### src/rtl/tdma_sched_pkg.sv
package tdma_sched_pkg;
  typedef enum logic [1:0] {
    SK_EMPTY   = 2'd0,
    SK_OWN     = 2'd1,
    SK_FOREIGN = 2'd2,
    SK_OTHER   = 2'd3
  } slot_kind_e;
endpackage

### src/rtl/tdma_sched_table.sv
module tdma_sched_table #(
  parameter int ROUNDS = 4,
  parameter int SLOTS  = 8,
  parameter int RND_W  = 2,
  parameter int SLT_W  = 3,
  parameter int ID_W   = 2
) (
  input  logic                            clk,
  input  logic                            rst_n,
  input  logic                            wr_en,
  input  logic [RND_W-1:0]                wr_round,
  input  logic [SLT_W-1:0]                wr_slot,
  input  tdma_sched_pkg::slot_kind_e      wr_kind,
  input  logic [ID_W-1:0]                 wr_id,
  input  logic [RND_W-1:0]                rd_round,
  input  logic [SLT_W-1:0]                rd_slot,
  output tdma_sched_pkg::slot_kind_e      rd_kind,
  output logic [ID_W-1:0]                 rd_id
);
  import tdma_sched_pkg::*;
  localparam int ENTRIES = ROUNDS * SLOTS;
  localparam int IDX_W   = $clog2(ENTRIES) + 1;

  slot_kind_e      kind_q [ENTRIES];
  logic [ID_W-1:0] id_q   [ENTRIES];

  logic [IDX_W-1:0] wr_idx, rd_idx;
  logic             wr_in_range, rd_in_range;

  always_comb begin
    wr_idx      = IDX_W'(wr_round) * IDX_W'(SLOTS) + IDX_W'(wr_slot);
    rd_idx      = IDX_W'(rd_round) * IDX_W'(SLOTS) + IDX_W'(rd_slot);
    wr_in_range = (int'(wr_round) < ROUNDS) && (int'(wr_slot) < SLOTS);
    rd_in_range = (int'(rd_round) < ROUNDS) && (int'(rd_slot) < SLOTS);
  end

  always_ff @(posedge clk or negedge rst_n) begin
    if (!rst_n) begin
      for (int i = 0; i < ENTRIES; i++) begin
        kind_q[i] <= SK_EMPTY;
        id_q[i]   <= '0;
      end
    end else if (wr_en && wr_in_range) begin
      kind_q[wr_idx] <= wr_kind;
      id_q[wr_idx]   <= wr_id;
    end
  end

  always_comb begin
    if (rd_in_range) begin
      rd_kind = kind_q[rd_idx];
      rd_id   = id_q[rd_idx];
    end else begin
      rd_kind = SK_FOREIGN;
      rd_id   = '0;
    end
  end
endmodule

### src/rtl/tdma_timed_bufs.sv
module tdma_timed_bufs #(
  parameter int N_TIMED = 4,
  parameter int ID_W    = 2,
  parameter int DATA_W  = 16
) (
  input  logic              clk,
  input  logic              rst_n,
  input  logic              wr_en,
  input  logic [ID_W-1:0]   wr_id,
  input  logic [DATA_W-1:0] wr_data,
  input  logic [ID_W-1:0]   rd_id,
  output logic              rd_valid,
  output logic [DATA_W-1:0] rd_data
);
  logic [DATA_W-1:0] data_q [N_TIMED];
  logic [N_TIMED-1:0] valid_q;

  for (genvar g = 0; g < N_TIMED; g++) begin : g_buf
    logic hit;
    assign hit = wr_en && (int'(wr_id) == g);
    always_ff @(posedge clk or negedge rst_n) begin
      if (!rst_n) begin
        valid_q[g] <= 1'b0;
        data_q[g]  <= '0;
      end else if (hit) begin
        valid_q[g] <= 1'b1;
        data_q[g]  <= wr_data;
      end
    end
  end

  always_comb begin
    if (int'(rd_id) < N_TIMED) begin
      rd_valid = valid_q[rd_id];
      rd_data  = data_q[rd_id];
    end else begin
      rd_valid = 1'b0;
      rd_data  = '0;
    end
  end
endmodule

### src/rtl/tdma_async_fifo.sv
module tdma_async_fifo #(
  parameter int DEPTH  = 4,
  parameter int DATA_W = 16
) (
  input  logic              clk,
  input  logic              rst_n,
  input  logic              push,
  input  logic [DATA_W-1:0] push_data,
  input  logic              pop,
  output logic [DATA_W-1:0] head,
  output logic              empty,
  output logic              full,
  output logic              ovf
);
  localparam int PTR_W = (DEPTH > 1) ? $clog2(DEPTH) : 1;
  localparam int CNT_W = $clog2(DEPTH + 1);

  logic [DATA_W-1:0] mem [DEPTH];
  logic [PTR_W-1:0]  wr_ptr_q, rd_ptr_q, wr_ptr_n, rd_ptr_n;
  logic [CNT_W-1:0]  cnt_q, cnt_n;
  logic              ovf_q, ovf_n;
  logic              do_push, do_pop;

  function automatic logic [PTR_W-1:0] bump(input logic [PTR_W-1:0] p);
    return (int'(p) == DEPTH - 1) ? '0 : p + 1'b1;
  endfunction

  always_comb begin
    empty    = (cnt_q == '0);
    full     = (int'(cnt_q) == DEPTH);
    do_push  = push && !full;
    do_pop   = pop && !empty;
    wr_ptr_n = do_push ? bump(wr_ptr_q) : wr_ptr_q;
    rd_ptr_n = do_pop  ? bump(rd_ptr_q) : rd_ptr_q;
    cnt_n    = cnt_q + CNT_W'(do_push) - CNT_W'(do_pop);
    ovf_n    = ovf_q || (push && full);
    head     = mem[rd_ptr_q];
    ovf      = ovf_q;
  end

  always_ff @(posedge clk or negedge rst_n) begin
    if (!rst_n) begin
      wr_ptr_q <= '0;
      rd_ptr_q <= '0;
      cnt_q    <= '0;
      ovf_q    <= 1'b0;
    end else begin
      wr_ptr_q <= wr_ptr_n;
      rd_ptr_q <= rd_ptr_n;
      cnt_q    <= cnt_n;
      ovf_q    <= ovf_n;
    end
  end

  always_ff @(posedge clk) begin
    if (do_push) mem[wr_ptr_q] <= push_data;
  end
endmodule

### src/rtl/tdma_tx_sched.sv
module tdma_tx_sched #(
  parameter int ROUNDS   = 4,
  parameter int SLOTS    = 8,
  parameter int N_TIMED  = 4,
  parameter int AQ_DEPTH = 4,
  parameter int DATA_W   = 16,
  localparam int RND_W   = (ROUNDS > 1) ? $clog2(ROUNDS) : 1,
  localparam int SLT_W   = (SLOTS > 1) ? $clog2(SLOTS) : 1,
  localparam int ID_W    = (N_TIMED > 1) ? $clog2(N_TIMED) : 1
) (
  input  logic              clk,
  input  logic              rst_n,
  input  logic              tbl_we,
  input  logic [RND_W-1:0]  tbl_round,
  input  logic [SLT_W-1:0]  tbl_slot,
  input  logic [1:0]        tbl_kind,
  input  logic [ID_W-1:0]   tbl_id,
  input  logic              tmsg_we,
  input  logic [ID_W-1:0]   tmsg_id,
  input  logic [DATA_W-1:0] tmsg_data,
  input  logic              amsg_we,
  input  logic [DATA_W-1:0] amsg_data,
  output logic              amsg_full,
  output logic              amsg_ovf,
  input  logic              slot_start,
  input  logic [RND_W-1:0]  cur_round,
  input  logic [SLT_W-1:0]  cur_slot,
  output logic              tx_req,
  output logic              tx_async,
  output logic [DATA_W-1:0] tx_data,
  input  logic              tx_done,
  input  logic              tx_ok
);
  import tdma_sched_pkg::*;

  slot_kind_e        look_kind;
  logic [ID_W-1:0]   look_id;
  logic              tb_valid;
  logic [DATA_W-1:0] tb_data;
  logic [DATA_W-1:0] fifo_head;
  logic              fifo_empty;
  logic              fifo_pop;

  logic              req_q, req_n;
  logic              async_q, async_n;
  logic [DATA_W-1:0] data_q, data_n;
  logic              inflight_q, inflight_n;

  tdma_sched_table #(
    .ROUNDS(ROUNDS), .SLOTS(SLOTS), .RND_W(RND_W), .SLT_W(SLT_W), .ID_W(ID_W)
  ) u_table (
    .clk(clk), .rst_n(rst_n),
    .wr_en(tbl_we), .wr_round(tbl_round), .wr_slot(tbl_slot),
    .wr_kind(slot_kind_e'(tbl_kind)), .wr_id(tbl_id),
    .rd_round(cur_round), .rd_slot(cur_slot),
    .rd_kind(look_kind), .rd_id(look_id)
  );

  tdma_timed_bufs #(
    .N_TIMED(N_TIMED), .ID_W(ID_W), .DATA_W(DATA_W)
  ) u_timed (
    .clk(clk), .rst_n(rst_n),
    .wr_en(tmsg_we), .wr_id(tmsg_id), .wr_data(tmsg_data),
    .rd_id(look_id), .rd_valid(tb_valid), .rd_data(tb_data)
  );

  tdma_async_fifo #(
    .DEPTH(AQ_DEPTH), .DATA_W(DATA_W)
  ) u_aq (
    .clk(clk), .rst_n(rst_n),
    .push(amsg_we), .push_data(amsg_data), .pop(fifo_pop),
    .head(fifo_head), .empty(fifo_empty), .full(amsg_full), .ovf(amsg_ovf)
  );

  // next-state: slot decision and async in-flight tracking
  always_comb begin
    req_n      = 1'b0;
    async_n    = async_q;
    data_n     = data_q;
    inflight_n = inflight_q;
    if (tx_done) inflight_n = 1'b0;
    if (slot_start) begin
      unique case (look_kind)
        SK_OWN: begin
          if (tb_valid) begin
            req_n   = 1'b1;
            async_n = 1'b0;
            data_n  = tb_data;
          end
        end
        SK_EMPTY: begin
          if (!fifo_empty && !inflight_q) begin
            req_n      = 1'b1;
            async_n    = 1'b1;
            data_n     = fifo_head;
            inflight_n = 1'b1;
          end
        end
        default: ;
      endcase
    end
    fifo_pop = tx_done && tx_ok && inflight_q;
  end

  always_ff @(posedge clk or negedge rst_n) begin
    if (!rst_n) begin
      req_q      <= 1'b0;
      async_q    <= 1'b0;
      data_q     <= '0;
      inflight_q <= 1'b0;
    end else begin
      req_q      <= req_n;
      inflight_q <= inflight_n;
      if (req_n) begin
        async_q <= async_n;
        data_q  <= data_n;
      end
    end
  end

  assign tx_req   = req_q;
  assign tx_async = async_q;
  assign tx_data  = data_q;
endmodule

### config.mk
export PLATFORM = sky130hd
export DESIGN_NAME = tdma_tx_sched
export DESIGN_NICKNAME = d
export VERILOG_FILES = /design/src/rtl/tdma_sched_pkg.sv /design/src/rtl/tdma_sched_table.sv /design/src/rtl/tdma_timed_bufs.sv /design/src/rtl/tdma_async_fifo.sv /design/src/rtl/tdma_tx_sched.sv
export SDC_FILE = /design/constraint.sdc
export NUM_CORES = 1
export LEC_CHECK = 0
export BUFFER_PORTS_ARGS = -buffer_cell sky130_fd_sc_hd__buf_2
export CORE_UTILIZATION = 60
export CTS_CLUSTER_SIZE = 28
export DETAILED_ROUTE_END_ITERATION = 7
export HOLD_SLACK_MARGIN = 0.05
export PLACE_DENSITY = 0.81
export SLEW_MARGIN = 20
export SYNTH_ARGS = -nofsm -noshare
export SYNTH_HDL_FRONTEND = slang
export SYNTH_HIERARCHICAL = 1
export SYNTH_SLANG_ARGS = --single-unit
### constraint.sdc
create_clock -name clk -period 3.8 [get_ports clk]
set_clock_uncertainty 0.15 [all_clocks]
set_input_delay 0.95 -clock clk [delete_from_list [all_inputs] [get_ports clk]]
set_output_delay 0.95 -clock clk [all_outputs]
set_load 0.1 [all_outputs]
==> qor.yml <==
clock_tree:
  cts_tree: "built"
  cts_resized: 0
  cts_max_path_buffers: 3
  cts-hold-fix-buffers: 0
  clock-sinks: 287
  cts_max_level: 1
  clk_pin_slew_ns: 0.06
  cts_buffers: 29
  cts_root_buf: "clkbuf_16"
  clock_latency_ns: 0.55
  post_cts_buffers: 0
status:
  outcome: "complete, no violations"
logic_synthesis:
  synth-seq-cells: 287
  synth_cells: 730
  netlist_area_mm2: 0.01272
  yosys.area.top_type: "dfrtp_1"
  syn_area_per_cell_um2: 17.43
  yosysSeqAreaShare: 0.5896
  synth_area_leaders: "dfrtp_1 (44%), mux2_2 (20%), edfxtp_1 (15%)"
  syn-num-nets: 794
  yosys_warnings: 6
  synth_top_area_share: 0.4385
  synth.distinct_cells: 40
routing:
  wl_met2_mm: 13.95
  wl_met3_mm: 1.096
  highest_layer: "met4"
  via_per_inst: 6.145
  wl_met1_mm: 10.30
  dr_total_vias: 6845
  wl_mm: 26.33
  final_antenna_net_count: 0
  firstDrtPassIters: 4
  drt-wirelength-per-cell_um: 23.64
  drcViolationCount: 0
  drt-initial-drc-count: 396
die:
  initial_core_util: 0.6209
  coreArea_mm2: 0.02049
  fp.dieW_um: 147.6
  die_area_mm2: 0.02179
  fp-row-count: 52
  die_h_um: 147.6
  ios: 76
sta:
  slew_headroom: 0.4353
  tightestPinTransition_ns: 0.8470
  hold-worst-slack_ns: 0.2152
  period_share: 0.9281
  slew_violations: 0
  min_period_ns: 3.527
  grt_setup_unrepaired: "false"
  setup_viol: 0
  hold_viol: 0
  fmax_ghz: 0.2835
placed_design:
  hpwl_mm: 18.13
  finalWeightedCongestion: 0.8023
  io_buffers: 75
  place_area_mm2: 0.01348
critical_path:
  critPathMaxFanout: 16
  timing.rr.end: "tx_data[4]"
  crit_path_end_kind: "flop"
  worstPathRequired_ns: 4.09
  timing_worst_setup_path_type: "input pin to flop"
  r2r_cells: 7
  reg2reg_setup_slack_ns: 0.68
  cp-start-kind: "input pin"
  worst_ep_arrival_time_ns: 3.82
  crit_start: "cur_slot[1]"
  regToRegStartpoint: "u_table/id_q[18]"
power:
  swShare: 0.3250
  p_clk_frac: 0.274
  switching_power_uw: 3271
  p_int_uw: 6795
  ir_drop_mv: 0.4718
  combPwrFrac: 0.299
  powerDensity_mw_per_mm2: 698.1
  p_leak_uw: 0.006054
  seqPwrFrac: 0.427
cells_and_area:
  final_nets: 883
  area_growth_pct: 13.32
  multi_input_area_mm2: 0.004970
  fill_cells: 1272
  post-route-util: 0.7036
  regArea_mm2: 0.007502
  layout-drive-gt1-share: 0.5303
  design_area_mm2: 0.01442
global_routing:
  gr-total-overflow: 0
  first_global_vias: 7713
  grt_pass1_wl_mm: 42.11
  grt_max_degree: 95
  grt.total_usage: 0.2547
  antenna_found_initial: 3
min_path:
  hp-class: "input pin to async pin"
flow_run:
  cap_violations: 0
-- critical path, cell delays in order --
cell and delay (ns):
buf_2 0.13, buf_12 0.18, mux4_2 0.54, mux4_2 0.49, mux2_4 0.32, buf_12 0.18, mux4_2 0.48, mux2_2 0.28
mux2_4 0.25
-- per-layer routing --
layer  up-vias  GRT usage
met3        62    0.03457
met2       182     0.4486
li1       2964          -
met4         0     0.1057
met5         -          0
met1      3637     0.3192
-- final cells by class --
cell class,instances,share of cell area
flip-flops and latches,287,0.5203
multi-input cells,399,0.3446
repair buffers,93,0.04382
clock inverters,6,0.004859
inverters,9,0.002343
clock buffers,47,0.06013
diodes,3,0.0005206
well taps,270,0.02343
-- how the worst max path moves through the flow --
stage | to | slack, ns | depth (start not counted)
after CTS | tx_data[4] | 0.28 | 9
after global routing | tx_data[4] | 0.23 | 9
final | tx_data[4] | 0.27 | 9
after detailed placement | tx_data[4] | -0.31 | 9
after global placement | tx_data[4] | -0.29 | 9
after floorplan | tx_data[10] | -0.17 | 11
-- placed cells by master (no fill, tap or decap), types with 4 or more instances in the layout --
cell | netlist | final
nand3b_1 | 5 | 5
clkbuf_1 | 13 | 10
dfrtp_1 | 223 | 223
ha_1 | 7 | 7
mux4_1 | 5 | 5
inv_1 | 9 | 9
clkbuf_8 | 0 | 8
nand2b_1 | 7 | 7
buf_12 | 2 | 9
edfxtp_1 | 64 | 64
mux2_4 | 9 | 10
nand2_1 | 18 | 17
mux4_2 | 68 | 68
mux2_2 | 221 | 220
buf_4 | 2 | 9
clkinv_2 | 0 | 4
clkbuf_16 | 0 | 29
nor3b_1 | 4 | 4
and3b_1 | 6 | 6
nor2_1 | 18 | 18
buf_2 | 7 | 74
-- power by group through the flow --
stage	Clock, µW	Combinational, µW	Sequential, µW
final	2760	3010	4300
after global routing	2930	3180	4370
after CTS	2810	3040	4300
after detailed placement	0	3030	4340
after global placement	0	2930	4270
after floorplan	0	1720	4870
-- synthesized netlist by cell type --
cell type	n
dfrtp_1	223
mux2_2	221
mux4_2	68
edfxtp_1	64
nand2_1	18
nor2_1	18
clkbuf_1	13
inv_1	9
mux2_4	9
buf_2	7
ha_1	7
nand2b_1	7
and3b_1	6
buf_6	6
buf_1	5
mux4_1	5
nand3b_1	5
nor3b_1	4
nand3_1	3
o21ai_0	3
and3_1	2
buf_12	2
buf_4	2
nand3b_2	2
nand4bb_1	2
nor3_1	2
nor3b_4	2
o211ai_1	2
xnor2_1	2
a21o_1	1
a21oi_4	1
a31oi_1	1
fa_1	1
nand3_2	1
nor2_2	1
o31ai_4	1
or2_2	1
or3_4	1
or3b_1	1
or3b_2	1
-- kinds of logic (layout without fill, tap and decap cells) --
logic type | count (synthesis) | count (layout) | share of synthesized area
AND/OR/NAND/NOR | 77 | 77 | 0.03697
XOR/XNOR | 2 | 2 | 0.001377
adder cells (fa/ha/maj) | 8 | 8 | 0.008456
buffers and inverters | 44 | 155 | 0.02035
other | 0 | 3 | 0
multiplexers | 303 | 303 | 0.3369
AO/OA/AOI/OAI | 9 | 9 | 0.006392
flip-flops | 287 | 287 | 0.5896
-- through the flow --
step / power, µW / worst slack, ns / setup TNS (ns) / cells
5_1_grt: 10470 / 0.2254 / 0 / 1113
6_report: 10070 / 0.2731 / 0 / 1114
3_5_place_dp: 7370 / -0.3053 / -4.113 / 1058
4_1_cts: 10150 / 0.2845 / 0 / 1111
3_3_place_gp: 7191 / -0.2925 / -3.851 / 1058
2_1_floorplan: 6589 / -0.1663 / -2.146 / 730
-- registers in the layout, indices dropped and copies added, names as in the netlist, 2 cells and up --
name             cells
u_timed/data_q      64
u_table/kind_q      64
u_timed/valid_q      4
u_table/id_q        64
u_aq/rd_ptr_q        2
u_aq/cnt_q           3
u_aq/mem            64
u_aq/wr_ptr_q        2
tx_data             16
No activity file was read; power rests on OpenSTA's default activity.
